File: src/rtl/uart_baud_gen.sv
module uart_baud_gen #(
  parameter int PER_W     = 16,
  parameter int LOW_W     = 8,
  parameter int OS_RATIO  = 16,
  parameter int SLOW_MULT = 4
) (
  input  logic             clk,
  input  logic             rst_n,
  input  logic [PER_W-1:0] period_val,
  input  logic             wide_en,
  input  logic             fast_en,
  output logic             os_tick,
  output logic             bit_tick
);

  localparam int OS_W  = (OS_RATIO > 1) ? $clog2(OS_RATIO) : 1;
  localparam int PRE_W = (SLOW_MULT > 1) ? $clog2(SLOW_MULT) : 1;
  localparam logic [OS_W-1:0]  OS_LAST  = OS_W'(OS_RATIO - 1);
  localparam logic [PRE_W-1:0] PRE_LAST = PRE_W'(SLOW_MULT - 1);

  logic [PER_W-1:0] p_eff, per_q, cnt;
  logic [PRE_W-1:0] pre;
  logic [OS_W-1:0]  os_cnt;
  logic             run_q, wide_q, fast_q;
  logic             restart, base_hit, pre_done, os_hit, bit_hit;

  assign p_eff    = wide_en ? period_val
                            : {{(PER_W-LOW_W){1'b0}}, period_val[LOW_W-1:0]};
  assign restart  = !run_q || (p_eff != per_q) || (wide_en != wide_q) || (fast_en != fast_q);
  assign base_hit = (cnt == '0) && !restart;
  assign pre_done = fast_q || (pre == PRE_LAST);
  assign os_hit   = base_hit && pre_done;
  assign bit_hit  = os_hit && (os_cnt == OS_LAST);

  always_ff @(posedge clk or negedge rst_n) begin
    if (!rst_n) begin
      run_q    <= 1'b0;
      per_q    <= '0;
      wide_q   <= 1'b0;
      fast_q   <= 1'b0;
      cnt      <= '0;
      pre      <= '0;
      os_cnt   <= '0;
      os_tick  <= 1'b0;
      bit_tick <= 1'b0;
    end else begin
      run_q    <= 1'b1;
      per_q    <= p_eff;
      wide_q   <= wide_en;
      fast_q   <= fast_en;
      os_tick  <= os_hit;
      bit_tick <= bit_hit;
      if (restart) begin
        cnt    <= p_eff;
        pre    <= '0;
        os_cnt <= '0;
      end else if (base_hit) begin
        cnt <= per_q;
        pre <= pre_done ? '0 : pre + 1'b1;
        if (os_hit)
          os_cnt <= (os_cnt == OS_LAST) ? '0 : os_cnt + 1'b1;
      end else begin
        cnt <= cnt - 1'b1;
      end
    end
  end

  AST_BIT_ON_OS: assert property (@(posedge clk) disable iff (!rst_n)
    bit_tick |-> os_tick);
  AST_BIT_PULSE: assert property (@(posedge clk) disable iff (!rst_n)
    bit_tick |=> !bit_tick);
  AST_QUIET_AFTER_RESTART: assert property (@(posedge clk) disable iff (!rst_n)
    restart |=> (!os_tick && !bit_tick));
  AST_SLOW_GAP: assert property (@(posedge clk) disable iff (!rst_n)
    (os_tick && !fast_q && run_q && !restart) |=> !os_tick);
  AST_CNT_BOUND: assert property (@(posedge clk) disable iff (!rst_n)
    run_q |-> (cnt <= per_q));

endmodule

File: config.mk
export PLATFORM = sky130hd
export DESIGN_NAME = uart_baud_gen
export DESIGN_NICKNAME = d
export VERILOG_FILES = /design/src/rtl/uart_baud_gen.sv
export SDC_FILE = /design/constraint.sdc
export NUM_CORES = 1
export LEC_CHECK = 0
export ABC_AREA = 1
export BUFFER_PORTS_ARGS = -buffer_cell sky130_fd_sc_hd__buf_2
export CAP_MARGIN = 10
export CELL_PAD_IN_SITES_DETAIL_PLACEMENT = 0
export CELL_PAD_IN_SITES_GLOBAL_PLACEMENT = 1
export CORE_MARGIN = 2
export CORE_UTILIZATION = 30
export DETAILED_ROUTE_END_ITERATION = 8
export HOLD_SLACK_MARGIN = 0.06
export PLACE_DENSITY_LB_ADDON = 0.1
export SLEW_MARGIN = 20
export SYNTH_ARGS = -nofsm -noshare
export SYNTH_HDL_FRONTEND = slang
export SYNTH_SLANG_ARGS = --single-unit
File: constraint.sdc
create_clock -name clk -period 3.9 [get_ports clk]
set_clock_uncertainty 0.1 [all_clocks]
set_input_delay 0 -clock clk [delete_from_list [all_inputs] [get_ports clk]]
set_output_delay 0 -clock clk [all_outputs]
set_load 0.05 [all_outputs]
; After elaboration in Yosys (flattened, before gate mapping)
; Index checks and enable logic that the tools add are counted.
[totals]
latchBits = 0
ramBits = 0
memories = 0
ff_bits = 43
out_inout_bits = 2
elab_cells = 40
rom_bits = 0
inputBits = 20
[op_classes]
mul = 0
addsub = 3
mux = 10
n_reduce_logical = 13
n_eq_ne = 5
order_cmp = 0
shifts = 0
bitwise_logic = 0
div_mod_pow = 0
[ops]
columns = op, count
row1 = $mux W16, 3
row2 = $logic_not A16 Y1, 1
row3 = $mux W4, 4
row4 = $ne A16 B16 Y1, 1
row5 = $sub A16 B1 Y16 const B, 1
row6 = $mux W2, 3
row7 = $add A4 B1 Y4 const B, 1
row8 = $eq A4 B4 Y1 const B, 1
row9 = $logic_or A1 B1 Y1, 4
row10 = $reduce_bool A2 Y1, 2
row11 = $logic_and A1 B1 Y1, 3
row12 = $add A2 B1 Y2 const B, 1
row13 = $eq A2 B2 Y1 const B, 1
row14 = $logic_not A1 Y1, 2
row15 = $ne A1 B1 Y1, 2
row16 = $reduce_and A2 Y1, 1

; Logic depth before layout (Yosys ltp)
; Gate-level depths: netlist of the first run.
[depth]
depth_word = 11
ltp_mapped = 11

; Worst setup path before layout of the first run
; No wires, ideal clock.
[synth_timing]
kind = register to register
start = reg cnt[0]
end = reg cnt[12]
setup_time_ns = 0.126
n_path_buf = 1
path_stages_with_launch = 10
synth_period_minus_slack_ns = 1.668
arrival_time_ns = 1.443
setup_slack_ns = 2.232
path_cell_list = dfrtp_1 inv_1 ha_1 nand3_1 nor2_1 nand2_1 clkinv_1 buf_2 nand3_1 nand3_1
[synth_via]
elab_chain_cells = 4
[synth_rtl]
columns = item, line
row1 = start: declaration, 21  ; logic [PER_W-1:0] p_eff, per_q, cnt;
row2 = start signal: assignment, 54  ; cnt <= p_eff;
row3 = start signal: assignment, 58  ; cnt <= per_q;
row4 = start signal: assignment, 63  ; cnt <= cnt - 1'b1;
row5 = "parallel branches: the longest is 2 deep, another holds $sub A16 B1 Y16", -
row6 = $mux W16 *, 57  ; end else if (base_hit) begin
row7 = $mux W16 *, 53  ; if (restart) begin
; Mark *: on every way between the ends.
; A chain may end at the register's enable or synchronous reset.

; Worst setup path after layout of the first run
[layout_timing]
start = reg cnt[0]
end = reg pre[1]
[layout_via]
elab_chain_cells = 3
[layout_rtl]
columns = item, line
row1 = $logic_not A16 Y1, 30  ; assign base_hit = (cnt == '0) && !restart;
row2 = $logic_and A1 B1 Y1, 30
row3 = $reduce_bool A2 Y1 (no source line), -
row4 = end signal: assignment, 59  ; pre <= pre_done ? '0 : pre + 1'b1;
row5 = end: declaration, 22  ; logic [PRE_W-1:0] pre;
; No other way between the ends.

==> results of run 1 <==
## flip-flops by register name, indices dropped and copies added (netlist names), 2 cells and up
register and cells:
cnt 16, os_cnt 4, per_q 16, pre 2
## cell usage after synthesis, types with 4 or more instances
cell type / number
sky130_fd_sc_hd__nand2_1: 119
sky130_fd_sc_hd__nand2_4: 5
sky130_fd_sc_hd__nand4_1: 4
sky130_fd_sc_hd__nand3_1: 64
sky130_fd_sc_hd__ha_1: 4
sky130_fd_sc_hd__nor2_1: 48
sky130_fd_sc_hd__buf_6: 5
sky130_fd_sc_hd__nor2_2: 5
sky130_fd_sc_hd__xnor2_1: 7
sky130_fd_sc_hd__o21ai_0: 4
sky130_fd_sc_hd__xor2_1: 10
sky130_fd_sc_hd__dfrtp_1: 43
sky130_fd_sc_hd__inv_1: 51
## cell type report
type / instances / area [um2]
fill: 985 / 5490
multi-input combinational: 283 / 1380
sequential: 43 / 1080
timing repair buffer: 45 / 348
inverter: 53 / 199
tap: 108 / 135
clock buffer: 6 / 72.6
clock inverter: 2 / 60.1
## routing by layer
| layer | up-vias | GRT usage | share of wire |
|---|---|---|---|
| li1 | 1287 | - | - |
| met1 | 1091 | 0.215 | 0.50 |
| met2 | 32 | 0.272 | 0.47 |
| met3 | 7 | 0.0211 | 0.021 |
| met4 | 0 | 0.0411 | 0.012 |
| met5 | - | 0 | 0 |
## critical path, stage by stage, from the launching register on
cell	delay, ps
sky130_fd_sc_hd__dfrtp_1	350
sky130_fd_sc_hd__inv_1	80
sky130_fd_sc_hd__ha_1	220
sky130_fd_sc_hd__nand3_1	90
sky130_fd_sc_hd__nor2_1	40
sky130_fd_sc_hd__nand2_1	400
sky130_fd_sc_hd__clkinv_1	650
sky130_fd_sc_hd__nand4_1	310
sky130_fd_sc_hd__nand2_1	70
## metrics by stage
| stage | instance area, um2 | power [mW] | utilization | std cells | setup slack (ps) |
|---|---|---|---|---|---|
| finish | 3270 | 1.05 | 0.373 | 540 | 1480 |
| global route | 3270 | 1.11 | 0.373 | 540 | 1170 |
| CTS | 3270 | 1.07 | 0.373 | 540 | 1420 |
| detailed placement | 2900 | 0.621 | 0.330 | 508 | 1450 |
| global placement | 2900 | 0.622 | 0.330 | 508 | 1540 |
| floorplan | 2720 | 0.570 | - | 386 | 2230 |
## how the worst max path moves through the flow
stage	startpoint	end	slack [ps]	cells past startpoint
global placement	cnt[0]$_DFF_PN0_	cnt[10]$_DFF_PN0_	1540	8
detailed placement	cnt[0]$_DFF_PN0_	pre[1]$_DFFE_PN0P_	1450	8
floorplan	cnt[0]$_DFF_PN0_	cnt[12]$_DFF_PN0_	2230	9
CTS	cnt[0]$_DFF_PN0_	pre[1]$_DFFE_PN0P_	1420	8
finish	cnt[0]$_DFF_PN0_	pre[1]$_DFFE_PN0P_	1480	8
global route	cnt[0]$_DFF_PN0_	cnt[0]$_DFF_PN0_	1170	8
## logic make-up (layout without fill, tap and decap cells)
logic type      Yosys count  count (layout)  synth area share
buf+inv                  60             106            0.0970
fa+ha+maj                 4               4            0.0184
compound gates            6               6            0.0120
flops                    43              43             0.396
xor+xnor                 17              17            0.0547
other cells               1               1           0.00138
simple gates            255             255             0.421
## power by group through the flow
stage | Sequential [mW] | Combinational, mW | Clock [mW]
floorplan | 0.485 | 0.0847 | 0
finish | 0.484 | 0.146 | 0.424
detailed placement | 0.492 | 0.129 | 0
global route | 0.486 | 0.169 | 0.456
global placement | 0.493 | 0.129 | 0
CTS | 0.484 | 0.148 | 0.438
==> report_table.html, run 1 <==
<table>
<tr><th>Metric</th><th>Value</th></tr>
<tr><th colspan="2">STA</th></tr>
<tr><td>Post-layout minimum cycle time</td><td>2420 ps</td></tr>
<tr><td>Relative slew slack</td><td>0.528</td></tr>
<tr><td>Setup tns final</td><td>0 ps</td></tr>
<tr><td>Setup repair after global routing missed its margin</td><td>false</td></tr>
<tr><td>Slew @ Worst Pin</td><td>706 ps</td></tr>
<tr><td>Count of endpoints failing setup in the final report</td><td>0</td></tr>
<tr><td>Final clock period utilization by the worst path</td><td>0.620</td></tr>
<tr><td>Hold Fails Final Rpt</td><td>0</td></tr>
<tr><td>Maximum operating frequency</td><td>414 MHz</td></tr>
<tr><td>Max-slew violation total from the final report</td><td>0</td></tr>
<tr><td>Worst hold slack</td><td>139 ps</td></tr>
<tr><th colspan="2">CTS</th></tr>
<tr><td>H-Tree Depth</td><td>2</td></tr>
<tr><td>Clock root buffer master</td><td>sky130_fd_sc_hd__clkbuf_8</td></tr>
<tr><td>Clock Path Buffers</td><td>2</td></tr>
<tr><td>Clock tree from TritonCTS</td><td>yes</td></tr>
<tr><td>Total clock sinks</td><td>43</td></tr>
<tr><td>Clock latency at the later pin of the worst-skew pair</td><td>300 ps</td></tr>
<tr><td>Count of buffers added by post-CTS timing repair for setup</td><td>0</td></tr>
<tr><td>Clock slew at the register clock pins of the worst setup and hold paths</td><td>90 ps</td></tr>
<tr><td>Clock buffers created by TritonCTS</td><td>5</td></tr>
<tr><td>CTS resizes</td><td>0</td></tr>
<tr><td>Hold buffer count at cts</td><td>24</td></tr>
<tr><th colspan="2">Detailed routing</th></tr>
<tr><td>Number of iterations in the first detailed-routing pass</td><td>4</td></tr>
<tr><td>Number of remaining DRC errors</td><td>0</td></tr>
<tr><td>ANT nets after route</td><td>0</td></tr>
<tr><td>Wirelength, routed</td><td>7280 um</td></tr>
<tr><td>Routed wire length per instance</td><td>13.5 um</td></tr>
<tr><td>Via-to-Cell Ratio</td><td>4.48</td></tr>
<tr><td>Initial drt markers</td><td>103</td></tr>
<tr><td>Total number of vias</td><td>2417</td></tr>
<tr><th colspan="2">Finish</th></tr>
<tr><td>Most common cell after layout, fill and taps aside</td><td>sky130_fd_sc_hd__nand2_1</td></tr>
<tr><td>Fraction of layout instances using a drive strength above 1</td><td>0.104</td></tr>
<tr><td>Post-layout nets</td><td>455</td></tr>
<tr><td>Antenna fix cells</td><td>0</td></tr>
<tr><td>Synth-to-Final Area Change</td><td>20.2%</td></tr>
<tr><td>Most frequent cells in the layout</td><td>sky130_fd_sc_hd__nand2_1, sky130_fd_sc_hd__nand3_1, sky130_fd_sc_hd__inv_1</td></tr>
<tr><th colspan="2">Setup path</th></tr>
<tr><td>Crit path required time</td><td>3990 ps</td></tr>
<tr><td>Category of the critical setup timing path</td><td>flop to flop</td></tr>
<tr><td>Count of cells along the worst register-to-register path</td><td>8</td></tr>
<tr><td>Crit Reg-Reg Endpoint</td><td>pre[1]$_DFFE_PN0P_</td></tr>
<tr><td>Arrival time at the worst endpoint</td><td>2510 ps</td></tr>
<tr><td>Reg2Reg Setup Slack</td><td>1480 ps</td></tr>
<tr><td>Crit path launch type</td><td>flop</td></tr>
<tr><td>Element type at the critical path end</td><td>flop</td></tr>
<tr><td>Worst R2R Start</td><td>cnt[0]$_DFF_PN0_</td></tr>
<tr><td>Highest net fanout along the worst path</td><td>18</td></tr>
<tr><th colspan="2">Floorplan</th></tr>
<tr><td>Placeable Area</td><td>8760 um2</td></tr>
<tr><td>Rows</td><td>34</td></tr>
<tr><td>Number of top-level design ports</td><td>22</td></tr>
<tr><td>Height of the die</td><td>99.2 um</td></tr>
<tr><td>Die area</td><td>9840 um2</td></tr>
<tr><td>Starting utilization of the core area</td><td>0.310</td></tr>
<tr><td>Horizontal extent of the die</td><td>99.2 um</td></tr>
<tr><th colspan="2">Synthesis</th></tr>
<tr><td>Gate Count Post-Synth</td><td>386</td></tr>
<tr><td>Number of warnings printed during yosys synthesis</td><td>0</td></tr>
<tr><td>Register bit count reported by yosys</td><td>43</td></tr>
<tr><td>Net count of the mapped netlist</td><td>410</td></tr>
<tr><td>Synth Flop Type</td><td>sky130_fd_sc_hd__dfrtp_1</td></tr>
<tr><td>Area of the mapped netlist</td><td>2720 um2</td></tr>
<tr><td>Synthesized area per cell</td><td>7.05 um2</td></tr>
<tr><td>Count of flip-flops with a built-in enable after synthesis</td><td>0</td></tr>
<tr><td>Async S/R FF share, synth</td><td>1.00</td></tr>
<tr><td>Area contributors post-synth</td><td>sky130_fd_sc_hd__dfrtp_1, sky130_fd_sc_hd__nand2_1, sky130_fd_sc_hd__nand3_1</td></tr>
<tr><td>Post-synth top area share</td><td>0.396</td></tr>
<tr><td>Leading area contributor after synthesis</td><td>sky130_fd_sc_hd__dfrtp_1</td></tr>
<tr><td>Sequential cell area fraction in the yosys report</td><td>0.396</td></tr>
<tr><td>Unique cell type count in the Yosys netlist</td><td>29</td></tr>
<tr><th colspan="2">Global route</th></tr>
<tr><td>Vias in the first global route</td><td>2387</td></tr>
<tr><td>Grt total ovfl</td><td>0</td></tr>
<tr><td>Wire length of the first global-routing pass</td><td>12300 um</td></tr>
<tr><td>Maximum number of pins on one net before global-route repair</td><td>44</td></tr>
<tr><td>Number of antenna violations at the first check in global routing</td><td>0</td></tr>
<tr><td>Total global routing track utilization</td><td>0.160</td></tr>
<tr><th colspan="2">Pwr</th></tr>
<tr><td>Share of power burned in the clock network</td><td>0.402</td></tr>
<tr><td>Sequential group share of total power</td><td>0.459</td></tr>
<tr><td>Largest vdd supply drop</td><td>0.126 mV</td></tr>
<tr><td>Internal power contribution</td><td>0.781 mW</td></tr>
<tr><td>Switching power total</td><td>0.272 mW</td></tr>
<tr><td>Total leakage power</td><td>1.76 nW</td></tr>
<tr><td>Combinational group share of total power</td><td>0.138</td></tr>
<tr><td>Pwr/cell area</td><td>322 nW/um2</td></tr>
<tr><td>Switching share of total power</td><td>0.258</td></tr>
<tr><th colspan="2">Run status</th></tr>
<tr><td>Outcome</td><td>finished, final reports clean</td></tr>
<tr><th colspan="2">Job</th></tr>
<tr><td>Count of maximum capacitance violations</td><td>0</td></tr>
<tr><th colspan="2">Placement</th></tr>
<tr><td>Post-detail-place hpwl</td><td>5390 um</td></tr>
<tr><td>RePlAce Congestion</td><td>0.786</td></tr>
<tr><td>IO buf count</td><td>21</td></tr>
<tr><th colspan="2">Min path</th></tr>
<tr><td>Class of the tightest hold or removal check</td><td>input port to async pin</td></tr>
</table>
Power figures use the tool's default switching activity.
==> run 2, diff against run 1 <==
clock period = 2 ns   (was 3.9 ns; I/O delays follow)
==> report_table.html, run 2 (synthesis gave the netlist of run 1 again) <==
<table>
<tr><th>Metric</th><th>Value</th></tr>
<tr><th colspan="2">Run status</th></tr>
<tr><td>Outcome</td><td>finished, final reports clean</td></tr>
<tr><th colspan="2">Detailed routing</th></tr>
<tr><td>Via-to-Cell Ratio</td><td>4.54 (+1.5%)</td></tr>
<tr><td>Total length of routed met2 wires</td><td>3570 um (+4.2%)</td></tr>
<tr><td>Wire length on met1</td><td>3620 um (about the same)</td></tr>
<tr><td>Met3 Routed Length</td><td>143 um (-4.7%)</td></tr>
<tr><td>Routed wire length per instance</td><td>13.6 um (+0.55%)</td></tr>
<tr><td>Total number of vias</td><td>2480 (+2.6%)</td></tr>
<tr><td>Wirelength, routed</td><td>7400 um (+1.7%)</td></tr>
<tr><td>Initial drt markers</td><td>116 (+13%)</td></tr>
<tr><td>ANT nets after route</td><td>0 (unchanged)</td></tr>
<tr><td>Number of remaining DRC errors</td><td>0 (unchanged)</td></tr>
<tr><td>Number of iterations in the first detailed-routing pass</td><td>4 (unchanged)</td></tr>
<tr><td>Highest routed metal layer</td><td>met4</td></tr>
<tr><th colspan="2">STA</th></tr>
<tr><td>Maximum operating frequency</td><td>552 MHz (+34%)</td></tr>
<tr><td>Hold Fails Final Rpt</td><td>0 (unchanged)</td></tr>
<tr><td>Setup tns final</td><td>0 ps (unchanged)</td></tr>
<tr><td>Max-slew violation total from the final report</td><td>0 (unchanged)</td></tr>
<tr><td>Relative slew slack</td><td>0.618 (+0.0898)</td></tr>
<tr><td>Setup repair after global routing missed its margin</td><td>false</td></tr>
<tr><td>Final clock period utilization by the worst path</td><td>0.905 (+0.285)</td></tr>
<tr><td>Slew @ Worst Pin</td><td>573 ps (-133 ps)</td></tr>
<tr><td>Count of endpoints failing setup in the final report</td><td>0 (unchanged)</td></tr>
<tr><td>Post-layout minimum cycle time</td><td>1810 ps (-607 ps)</td></tr>
<tr><th colspan="2">Pwr</th></tr>
<tr><td>Switching share of total power</td><td>0.257 (-0.00171)</td></tr>
<tr><td>Sequential group share of total power</td><td>0.460 (about the same)</td></tr>
<tr><td>Internal power contribution</td><td>1.52 mW (+95%)</td></tr>
<tr><td>Pwr/cell area</td><td>612 nW/um2 (+90%)</td></tr>
<tr><td>Largest vdd supply drop</td><td>0.268 mV (+110%)</td></tr>
<tr><td>Total leakage power</td><td>1.80 nW (+2.5%)</td></tr>
<tr><td>Switching power total</td><td>0.526 mW (+93%)</td></tr>
<tr><td>Share of power burned in the clock network</td><td>0.399 (-0.003)</td></tr>
<tr><td>Combinational group share of total power</td><td>0.141 (+0.003)</td></tr>
<tr><th colspan="2">CTS</th></tr>
<tr><td>Clock latency at the later pin of the worst-skew pair</td><td>300 ps (about the same)</td></tr>
<tr><td>Clock Path Buffers</td><td>2 (unchanged)</td></tr>
<tr><td>Clock tree from TritonCTS</td><td>yes</td></tr>
<tr><td>Clock slew at the register clock pins of the worst setup and hold paths</td><td>90 ps (about the same)</td></tr>
<tr><td>Total clock sinks</td><td>43 (unchanged)</td></tr>
<tr><td>Clock root buffer master</td><td>sky130_fd_sc_hd__clkbuf_8</td></tr>
<tr><td>Clock buffers created by TritonCTS</td><td>5 (unchanged)</td></tr>
<tr><td>H-Tree Depth</td><td>2 (unchanged)</td></tr>
<tr><th colspan="2">Finish</th></tr>
<tr><td>Most frequent cells in the layout</td><td>sky130_fd_sc_hd__nand2_1, sky130_fd_sc_hd__nand3_1, sky130_fd_sc_hd__inv_1</td></tr>
<tr><td>Post-layout nets</td><td>461 (+1.3%)</td></tr>
<tr><td>Filler cells</td><td>936 (-5.0%)</td></tr>
<tr><td>Combined area of the multi-input logic cells</td><td>1390 um2 (+0.54%)</td></tr>
<tr><td>Most common cell after layout, fill and taps aside</td><td>sky130_fd_sc_hd__nand2_1</td></tr>
<tr><td>Synth-to-Final Area Change</td><td>23.2%</td></tr>
<tr><td>Area taken by flip-flops and latches</td><td>1080 um2 (unchanged)</td></tr>
<tr><td>Antenna fix cells</td><td>0 (unchanged)</td></tr>
<tr><td>Fraction of layout instances using a drive strength above 1</td><td>0.119 (+0.0146)</td></tr>
<tr><td>Final Instance Area</td><td>3350 um2 (+2.4%)</td></tr>
<tr><td>Biggest regs</td><td>cnt x16, per_q x16, os_cnt x4</td></tr>
<tr><th colspan="2">Setup path</th></tr>
<tr><td>Standard cell with the maximum stage delay on the critical path</td><td>sky130_fd_sc_hd__dfrtp_1</td></tr>
<tr><td>Largest incremental delay on the critical path</td><td>360 ps (-290 ps)</td></tr>
<tr><td>Most used cell, CP</td><td>sky130_fd_sc_hd__nand3_1</td></tr>
<tr><td>Element type at the critical path end</td><td>flop</td></tr>
<tr><td>Highest net fanout along the worst path</td><td>15 (-3)</td></tr>
<tr><td>Arrival time at the worst endpoint</td><td>1890 ps (-620 ps)</td></tr>
<tr><td>CP cell instances</td><td>inv_1, ha_1, nand3_1, nor2_1, nand2_1, clkinv_1, buf_12, nand3_1, nand3_1</td></tr>
<tr><td>Crit path required time</td><td>2080 ps (-1910 ps)</td></tr>
<tr><td>Crit path launch type</td><td>flop</td></tr>
<tr><td>Category of the critical setup timing path</td><td>flop to flop</td></tr>
<tr><th colspan="2">Placement</th></tr>
<tr><td>Post-detail-place hpwl</td><td>5560 um (+3.1%)</td></tr>
<tr><td>Post-detailed-placement cell area</td><td>2970 um2 (+2.4%)</td></tr>
<tr><td>IO buf count</td><td>21 (unchanged)</td></tr>
<tr><td>RePlAce Congestion</td><td>0.809 (+3.0%)</td></tr>
<tr><th colspan="2">Global route</th></tr>
<tr><td>Wire length of the first global-routing pass</td><td>12700 um (+3.2%)</td></tr>
<tr><td>Grt total ovfl</td><td>0 (unchanged)</td></tr>
<tr><td>Total global routing track utilization</td><td>0.163 (+0.00351)</td></tr>
<tr><td>Vias in the first global route</td><td>2544 (+6.6%)</td></tr>
<tr><td>Number of antenna violations at the first check in global routing</td><td>0 (unchanged)</td></tr>
<tr><td>Maximum number of pins on one net before global-route repair</td><td>44 (unchanged)</td></tr>
<tr><th colspan="2">Floorplan</th></tr>
<tr><td>Placeable Area</td><td>8760 um2 (unchanged)</td></tr>
<tr><td>Height of the die</td><td>99.2 um (unchanged)</td></tr>
<tr><td>Horizontal extent of the die</td><td>99.2 um (unchanged)</td></tr>
<tr><td>Die area</td><td>9840 um2 (unchanged)</td></tr>
<tr><td>Number of top-level design ports</td><td>22 (unchanged)</td></tr>
<tr><td>Rows</td><td>34 (unchanged)</td></tr>
<tr><td>Starting utilization of the core area</td><td>0.310 (unchanged)</td></tr>
<tr><th colspan="2">Min path</th></tr>
<tr><td>Class of the tightest hold or removal check</td><td>input port to flop</td></tr>
<tr><th colspan="2">Job</th></tr>
<tr><td>Count of maximum capacitance violations</td><td>0 (unchanged)</td></tr>
</table>
==> run 2: changes by cell type in the layout (fill, tap and decap cells not counted), sizes merged <==
| cell | previous run | this run |
|---|---|---|
| buf | 21 | 26 |
| dlymetal6s4s | 0 | 1 |
| clkbuf | 6 | 7 |
| dlygate4sd3 | 24 | 23 |
==> run 2: stage by stage <==
step / utilization / hold slack (ps) / instances / total power, mW / setup WS [ps]
floorplan: - / -396 / 386 / 1.11 / 332
global placement: 0.338 / 28.7 / 514 / 1.22 / 164
detailed placement: 0.338 / 29.4 / 514 / 1.21 / 168
CTS: 0.381 / 82.6 / 546 / 2.09 / 15.7
global route: 0.382 / 112 / 546 / 2.16 / 7.01
finish: 0.382 / 63.4 / 546 / 2.05 / 189
==> run 2: final timing paths <==
check | startpoint | end | slack (ps) | cells past startpoint
setup / recovery | cnt[0]$_DFF_PN0_ | cnt[1]$_DFF_PN0_ | 190 | 9
hold / removal | wide_en | per_q[9]$_DFF_PN0_ | 60 | 3
setup reg to reg | cnt[0]$_DFF_PN0_ | cnt[1]$_DFF_PN0_ | 190 | 9
hold reg to reg | os_cnt[1]$_DFFE_PN0P_ | os_cnt[1]$_DFFE_PN0P_ | 410 | 2
max in group asynchronous | rst_n | cnt[9]$_DFF_PN0_ | 1200 | 3
min in group asynchronous | rst_n | per_q[2]$_DFF_PN0_ | 210 | 3
==> run 2: cell type report <==
class,count,share of cell area
clock buffer,6,0.0217
multi-input combinational,283,0.414
clock inverter,2,0.0179
sequential,43,0.321
timing repair buffer,51,0.125
tap,108,0.0403
inverter,53,0.0594
==> run 2: power by group through the flow <==
stage / clock network (mW) / logic (mW) / registers, mW
final: 0.819 / 0.289 / 0.942
after global routing: 0.874 / 0.335 / 0.948
after CTS: 0.851 / 0.293 / 0.942
after detailed placement: 0 / 0.256 / 0.959
after global placement: 0 / 0.258 / 0.960
after floorplan: 0 / 0.165 / 0.947
==> run 2: layer usage <==
metal,GRT usage,vias to the layer above
met3,0.0211,6
met4,0.0379,0
met5,0,-
li1,-,1296
met1,0.225,1145
met2,0.273,33
==> run 2: worst max-delay path: cells and delay by family, from the launching register on <==
family	cells	cell delay (ps)
DFF	1	360
buffers and inverters	3	540
adders and majority gates	1	230
and+or+nand+nor	5	460
==> run 2: what timing repair did <==
item                                    CTS  global route
buffers inserted                          0             0
endpoints found under the setup margin    0            21
resized for setup                         0             4
hold endpoints to repair                 77             0
hold buffers                             24             0
